`src/rtl/brk_halt_pkg.sv`:
```
package brk_halt_pkg;

   typedef enum logic [1:0] {
      DBG_REV_A  = 2'd0,
      DBG_REV_B  = 2'd1,
      DBG_REV_BP = 2'd2
   } dbg_rev_e;

   localparam int          STAT_W    = 4;
   localparam logic [3:0]  HALT_CODE = 4'hF;

   function automatic logic [3:0] rev_code(dbg_rev_e rev);
      logic [3:0] code;
      case (rev)
         DBG_REV_A:  code = 4'b0000;
         DBG_REV_B:  code = 4'b0001;
         DBG_REV_BP: code = 4'b1001;
         default:    code = 4'b0000;
      endcase
      return code;
   endfunction

endpackage

```
`src/rtl/brk_sync.sv`:
```
module brk_sync #(
   parameter int STAGES = 2
) (
   input  logic clk,
   input  logic rst_n,
   input  logic d_async,
   output logic q_sync
);

   logic [STAGES-1:0] chain;

   generate
      if (STAGES < 2) begin : g_bad_stages
         $error("brk_sync: STAGES must be at least 2");
      end
      for (genvar i = 0; i < STAGES; i++) begin : g_stage
         if (i == 0) begin : g_first
            always_ff @(posedge clk) begin
               if (!rst_n) chain[0] <= 1'b0;
               else        chain[0] <= d_async;
            end
         end else begin : g_next
            always_ff @(posedge clk) begin
               if (!rst_n) chain[i] <= 1'b0;
               else        chain[i] <= chain[i-1];
            end
         end
      end
   endgenerate

   assign q_sync = chain[STAGES-1];

endmodule

```
`src/rtl/brk_edge_latch.sv`:
```
module brk_edge_latch
   import brk_halt_pkg::*;
#(
   parameter dbg_rev_e REV = DBG_REV_B
) (
   input  logic clk,
   input  logic rst_n,
   input  logic sync_in,
   input  logic arm,
   input  logic take,
   input  logic cmd_busy,
   output logic rise,
   output logic pending
);

   logic prev_q;
   logic pend_q;
   logic drop;

   always_ff @(posedge clk) begin
      if (!rst_n) prev_q <= 1'b0;
      else        prev_q <= sync_in;
   end

   assign rise = sync_in & ~prev_q;

   generate
      if (REV == DBG_REV_A) begin : g_cmd_clears
         assign drop = cmd_busy;


         cmd_drops_pend_chk: assert property (@(posedge clk) disable iff (!rst_n)
            (cmd_busy && !(rise && arm)) |=> !pend_q)
            else $error("revision A: command did not discard pending request");
      end else begin : g_cmd_ignored
         assign drop = 1'b0;


         cmd_keeps_pend_chk: assert property (@(posedge clk) disable iff (!rst_n)
            (cmd_busy && pend_q && !take) |=> pend_q)
            else $error("command activity disturbed pending request");
      end
   endgenerate

   always_ff @(posedge clk) begin
      if (!rst_n)              pend_q <= 1'b0;
      else if (rise && arm)    pend_q <= 1'b1;
      else if (take || drop)   pend_q <= 1'b0;
   end

   assign pending = pend_q;


   pend_needs_rise_chk: assert property (@(posedge clk) disable iff (!rst_n)
      $rose(pend_q) |-> $past(rise) && $past(arm))
      else $error("pending set without an armed rising edge");

endmodule

```
`src/rtl/brk_halt_fsm.sv`:
```
module brk_halt_fsm (
   input  logic clk,
   input  logic rst_n,
   input  logic pending,
   input  logic rise,
   input  logic insn_done,
   input  logic intr_mode,
   input  logic restart,
   output logic fire,
   output logic halted,
   output logic irq
);

   logic halted_q;
   logic irq_q;
   logic halted_n;

   assign fire = pending & insn_done & ~halted_q;

   always_comb begin
      if (halted_q) halted_n = !(restart && !rise);
      else          halted_n = fire && !intr_mode;
   end

   always_ff @(posedge clk) begin
      if (!rst_n) begin
         halted_q <= 1'b0;
         irq_q    <= 1'b0;
      end else begin
         halted_q <= halted_n;
         irq_q    <= fire && intr_mode;
      end
   end

   assign halted = halted_q;
   assign irq    = irq_q;


   halt_hold_chk: assert property (@(posedge clk) disable iff (!rst_n)
      (halted_q && !restart) |=> halted_q)
      else $error("halt dropped without restart");


   halt_needs_done_chk: assert property (@(posedge clk) disable iff (!rst_n)
      $rose(halted_q) |-> $past(insn_done))
      else $error("halt issued before instruction completion");


   irq_pulse_chk: assert property (@(posedge clk) disable iff (!rst_n)
      irq_q |=> !irq_q)
      else $error("debug interrupt longer than one cycle");


   irq_mode_chk: assert property (@(posedge clk) disable iff (!rst_n)
      irq_q |-> ($past(intr_mode) && !halted_q))
      else $error("debug interrupt outside interrupt mode");

endmodule

```
`src/rtl/brk_halt_ctrl.sv`:
```
module brk_halt_ctrl
   import brk_halt_pkg::*;
#(
   parameter dbg_rev_e REV         = DBG_REV_B,
   parameter int       SYNC_STAGES = 2
) (
   input  logic       clk,
   input  logic       rst_n,
   input  logic       brk_pin,
   input  logic       insn_done,
   input  logic       intr_mode,
   input  logic       restart,
   input  logic       cmd_busy,
   input  logic [3:0] core_status,
   output logic       halt_req,
   output logic       dbg_irq,
   output logic [3:0] proc_status,
   output logic [3:0] hw_rev
);

   generate
      if (SYNC_STAGES < 2 || SYNC_STAGES > 4) begin : g_bad_sync
         $error("brk_halt_ctrl: SYNC_STAGES must be 2..4");
      end
   endgenerate

   logic pin_s;
   logic rise;
   logic pending;
   logic fire;
   logic halted;
   logic irq;

   brk_sync #(.STAGES(SYNC_STAGES)) u_sync (
      .clk     (clk),
      .rst_n   (rst_n),
      .d_async (brk_pin),
      .q_sync  (pin_s)
   );

   brk_edge_latch #(.REV(REV)) u_latch (
      .clk      (clk),
      .rst_n    (rst_n),
      .sync_in  (pin_s),
      .arm      (~halted),
      .take     (fire),
      .cmd_busy (cmd_busy),
      .rise     (rise),
      .pending  (pending)
   );

   brk_halt_fsm u_fsm (
      .clk       (clk),
      .rst_n     (rst_n),
      .pending   (pending),
      .rise      (rise),
      .insn_done (insn_done),
      .intr_mode (intr_mode),
      .restart   (restart),
      .fire      (fire),
      .halted    (halted),
      .irq       (irq)
   );

   assign halt_req    = halted;
   assign dbg_irq     = irq;
   assign proc_status = halted ? HALT_CODE : core_status;
   assign hw_rev      = rev_code(REV);


   pend_before_halt_chk: assert property (@(posedge clk) disable iff (!rst_n)
      $rose(halt_req) |-> $past(pending))
      else $error("halt raised without a pending request");


   halt_irq_excl_chk: assert property (@(posedge clk) disable iff (!rst_n)
      !($rose(halt_req) && dbg_irq))
      else $error("halt and interrupt issued together");

endmodule

```
`config.mk`:
```
export PLATFORM = sky130hd
export DESIGN_NAME = brk_halt_ctrl
export DESIGN_NICKNAME = d
export VERILOG_FILES = /design/src/rtl/brk_halt_pkg.sv /design/src/rtl/brk_sync.sv /design/src/rtl/brk_edge_latch.sv /design/src/rtl/brk_halt_fsm.sv /design/src/rtl/brk_halt_ctrl.sv
export SDC_FILE = /design/constraint.sdc
export NUM_CORES = 1
export LEC_CHECK = 0
export BUFFER_PORTS_ARGS = -buffer_cell sky130_fd_sc_hd__clkbuf_2
export CAP_MARGIN = 5
export CORE_AREA = 2 2 39 41
export CTS_BUF_LIST = sky130_fd_sc_hd__clkbuf_8
export CTS_CLUSTER_SIZE = 40
export DETAILED_ROUTE_END_ITERATION = 7
export DIE_AREA = 0 0 41 43
export PLACE_DENSITY = 0.46
export SETUP_SLACK_MARGIN = 0.1
export SLEW_MARGIN = 20
export SYNTH_ARGS = -nofsm -noshare
export SYNTH_HDL_FRONTEND = slang
export SYNTH_HIERARCHICAL = 1
export SYNTH_SLANG_ARGS = --single-unit
```
`constraint.sdc`:
```
create_clock -name clk -period 0.8 [get_ports clk]
set_input_delay 0.2 -clock clk [delete_from_list [all_inputs] [get_ports clk]]
set_output_delay 0.2 -clock clk [all_outputs]
set_load 0.02 [all_outputs]
```
-- Yosys cells after proc, flatten, opt, wreduce, memory -nomap -nowiden
Index checks and enable logic that the tools add are counted.
- bits in registers: 6
- input bits: 11
- muxes and demuxes: 4
- bitwise operators: 5
- reduce and logical (&&, ||, !) cells: 8
- operators by type and width (operator ; number):
    logical AND 1 bit ; 4
    two-way mux 4 bit ; 1
    bitwise AND 1 bit ; 3
    logical NOT 1 bit ; 3
    two-way mux 1 bit ; 3
    NOT 1 bit ; 2
    nonzero test 2 bit ; 1

-- Longest topological paths before layout
- depth in word-level cells: 6
- depth in mapped cells: 4
- mapped depth without buffers: 4

-- Modules after synthesis
The synthesis kept the hierarchy.
- by module, submodules not included (module ; instances ; cells each ; area each (um^2) ; seq. area each (um^2)):
    brk_edge_latch ; 1 ; 6 ; 78.8 ; 40.0
    brk_halt_fsm ; 1 ; 9 ; 76.3 ; 40.0
    brk_halt_ctrl ; 1 ; 11 ; 66.3 ; 0.0
    brk_sync ; 1 ; 4 ; 52.6 ; 40.0

-- Worst setup path after synthesis
No wires, ideal clock.
- kind: flip-flop to flip-flop
- from: register u_fsm.halted_q, in the netlist u_fsm/halted
- to: register u_latch.pend_q, in the netlist u_latch/pending
- arrival time: 867 ps
- required time: 685 ps
- path slack: -182 ps
- cell stages (with the launch flop): 4
- buffers on the path: 0
- cells stage by stage: dfxtp_1 -> nor2_1 -> and3b_1 -> a31o_1
- cells in the longest elaborated chain, start to end: 3
- elaborated cells on any way between the ends: 5
- classes of those cells: mux: 1; bitwise: 2; reduce/logical: 2
- ends and longest elaborated chain (element ; line ; text):
    start: declaration ; brk_halt_fsm.sv:14 ; logic halted_q;
    start signal: assignment ; brk_halt_fsm.sv:30 ; halted_q <= halted_n;
    NOT 1 bit ; brk_halt_fsm.sv:18 ; assign fire = pending & insn_done & ~halted_q;
    bitwise AND 1 bit ; brk_halt_fsm.sv:18 ;
    named net fire ; brk_halt_ctrl.sv:30 ; logic fire;
    nonzero test 2 bit (no source line) ; n/a ;
    end signal: assignment ; brk_edge_latch.sv:46 ; if (!rst_n) pend_q <= 1'b0;
    end signal: assignment ; brk_edge_latch.sv:47 ; else if (rise && arm) pend_q <= 1'b1;
    end signal: assignment ; brk_edge_latch.sv:48 ; else if (take || drop) pend_q <= 1'b0;
    end: declaration ; brk_edge_latch.sv:17 ; logic pend_q;
The timed path passes the listed nets, and every way through them passes these cells.
A chain may end at the register's enable or synchronous reset.

-- Worst setup path in the final report
- from: register u_fsm.halted_q, in the netlist u_fsm/halted
- to: output proc_status[2]
- cells in the longest elaborated chain, start to end: 1
- ends and longest elaborated chain (element ; line ; text):
    two-way mux 4 bit ; brk_halt_ctrl.sv:67 ; assign proc_status = halted ? HALT_CODE : core_status;
    end: declaration ; brk_halt_ctrl.sv:17 ; output logic [3:0] proc_status,
Every way passes these cells.

==> impl_results.md <==
- Status: finished, violations left
- Failing checks: setup timing
- Congestion Overflow GR: 0
- Crit end category: output port
- Fin Hold WS: 189.0 ps
- CP required: 600 ps
- Die W: 41 um
- Root Buffer: clkbuf_8
- Sequential element share of the synthesized area: 0.4384
- Commonest non-fill, non-tap cell in the layout: clkbuf_2
- Reg power frac: 0.352
- WP data arrival: 940 ps
- DR WL/cell: 7.538 um
- Synthesized area per cell: 9.134 um^2
- Final ANT Viol Nets: 0
- Share of post-route cells with drive strength above 1: 0.5102
- P&R area growth vs syn: 69.41%
- Starting density of the core: 0.1980
- CP Launch Type: flip-flop
- Worst hold path class: in -> reg
- Hold_buf cts: 0
- RR Startpoint: u_fsm/halted$_SDFF_PN0_
- Clock power frac: 0.510
- Rows: 14
- Layout Nets: 61
- Drt drc: 0
- Reg-to-reg slack, setup: -220 ps
- Pre-antenna DRT Iters: 2
- Combinational power share: 0.138
- Mapped Area: 274.0 um^2
- Clock skew: 4.327 ps
- Post-Synthesis Cells: 30
- Max Fclk: 880.2 MHz
- Clk pin slew, worst setup/hold paths: 40 ps
- Reg2reg path depth: 4
- Hpwl dp: 382.8 um
- TritonCTS clock tree: yes
- Initial DRC Count: 4
- Worst Hold Endpoint: u_sync/chain[0]$_SDFF_PN0_
- Drt total wl: 490 um
- Core ar.: 1384 um^2
- Setup-failing EPs final: 8
- HP Start: brk_pin
- Net Sw Power: 188.6 uW
- First-pass GRT wire length: 855 um
- Min Tclk post-route: 1136 ps
- Max Cap Viol: 0
- Tcrit/Tclk final: 1.420
- Vias per cell: 3.462
- Worst vdd ir: 1.120 mV
- Clk_lat worst skew: 220 ps
- Synth cell types: 16
- Worst Hold Path Cells: 2
- Top cells by area, synth: dfxtp_1 (44%), buf_4 (11%), or2_1 (9.1%)
- Die Span Y: 43 um
- Fin worst setup slack: -336.1 ps
- Max FO, Critical Path: 7
- Antenna violations before repair: 0
- RSZ-0062 raised after global routing: true
- N_diodes: 0
- # port buffers: 15
- Final Max Slew Viols: 0
- Top cell type's share of synthesized area: 0.4384
- Total power: 891.3 uW
- Capturing point of the worst reg2reg path: u_latch/pending$_SDFFE_PN0P_
- Vias in the first global route: 222
- Total track usage: 0.07351
- Internal: 702.7 uW
- Total clock sinks: 6
- RePlAce Congestion: 0.6212
- Pwr/cell area: 1920 nW/um^2
- CP Class: reg -> out
- Post-route setup TNS: -1975 ps
- I/O pin total: 21
- Die ar.: 1763 um^2
- Commonest cells after routing, fill and taps aside: clkbuf_2 (9), clkbuf_8 (7), or2_1 (4), conb_1 (4), dfxtp_1 (4)
- Sw frac: 0.2116
- Longest Clk Path Bufs: 2
- Area leader, netlist: dfxtp_1
- CTS buffer count: 3
- Via count: 225
- Final Hold Fails: 0
- H-tree level count: 1
- P_leak: 0.0002331 uW
- Register bit count reported by yosys: 6
- Layout Utilization: 0.3354
- Pin count of the biggest net entering global routing: 8
- Number of synthesis warnings: 6
timing repair:
action,in CTS,in global routing
resized for setup,11,4
setup buffers,1,0
setup endpoints to repair,9,9
pin swaps,6,1
routing by layer:
metal  vias to the layer above  part of all wire  GRT usage  routed length (um)
met5                         -                 0          0                   0
met4                         0                 0    0.02000                   0
met3                         0             0.076    0.06283                  37
met2                         8              0.47     0.1031                 231
met1                        95              0.45    0.08117                 221
li1                        122                 -          -                   -
power groups by stage:
stage / logic [uW] / registers (uW) / clock network [uW]
6_report: 123 / 314 / 455
3_5_place_dp: 98.6 / 318 / 0
5_1_grt: 133 / 314 / 495
2_1_floorplan: 71.5 / 319 / 0
4_1_cts: 122 / 314 / 473
3_3_place_gp: 98.7 / 318 / 0
how the worst max path moves through the flow:
stage	startpoint	endpoint	slack, ps	cells after the start
2_1_floorplan	u_fsm/halted$_SDFF_PN0_	u_latch/pending$_SDFFE_PN0P_	-100	3
3_3_place_gp	u_latch/pending$_SDFFE_PN0P_	u_latch/pending$_SDFFE_PN0P_	-150	4
3_5_place_dp	u_latch/pending$_SDFFE_PN0P_	u_latch/pending$_SDFFE_PN0P_	-130	4
4_1_cts	u_fsm/halted$_SDFF_PN0_	proc_status[2]	-340	2
5_1_grt	u_fsm/halted$_SDFF_PN0_	proc_status[1]	-370	2
6_report	u_fsm/halted$_SDFF_PN0_	proc_status[2]	-340	2
cell families (layout without fill, tap and decap cells):
kind of cell           Yosys count  after routing  share of synthesized area
and+or+nand+nor                 13             13                     0.3196
DFF                              6              6                     0.4384
buffers and inverters            6             23                     0.1370
AOI/OAI and AO/OA                3              3                    0.07762
other                            2              4                    0.02741
worst max-delay path: stages, from the launching register on:
cell and delay (ps):
dfxtp_4 350, or2_1 210, clkbuf_8 150
final cells by class:
class | instances | area (um^2)
clock inverter | 1 | 3.754
clock buffer | 3 | 41.29
fill | 147 | 919.6
multi-input combinational | 20 | 131.4
inverter | 2 | 7.507
tap | 16 | 20.02
timing repair buffer | 17 | 135.1
sequential | 6 | 125.1
synth_stat cells:
library cell	n
a21boi_1	1
a31o_1	1
and2_1	2
and2_2	1
and3_1	1
and3b_1	1
buf_4	4
conb_1	2
dfxtp_1	6
inv_1	2
nand2_1	1
nor2_1	1
nor2b_4	1
o21ai_0	1
or2_1	4
or3_1	1
stage by stage:
stage	cells	area, um^2	worst slack [ps]
2_1_floorplan	32	285.3	-103.0
6_report	65	464.2	-336.1
4_1_cts	65	456.7	-344.3
5_1_grt	65	464.2	-372.0
3_5_place_dp	60	357.8	-132.7
3_3_place_gp	60	357.8	-150.9
registers in the layout (all words and copies together) (netlist names):
signal           cells
u_fsm/halted         1
u_sync/chain         1
u_latch/prev_q       1
u_latch/pending      1
u_sync/q_sync        1
u_fsm/irq            1
No activity file was read; power rests on OpenSTA's default activity.
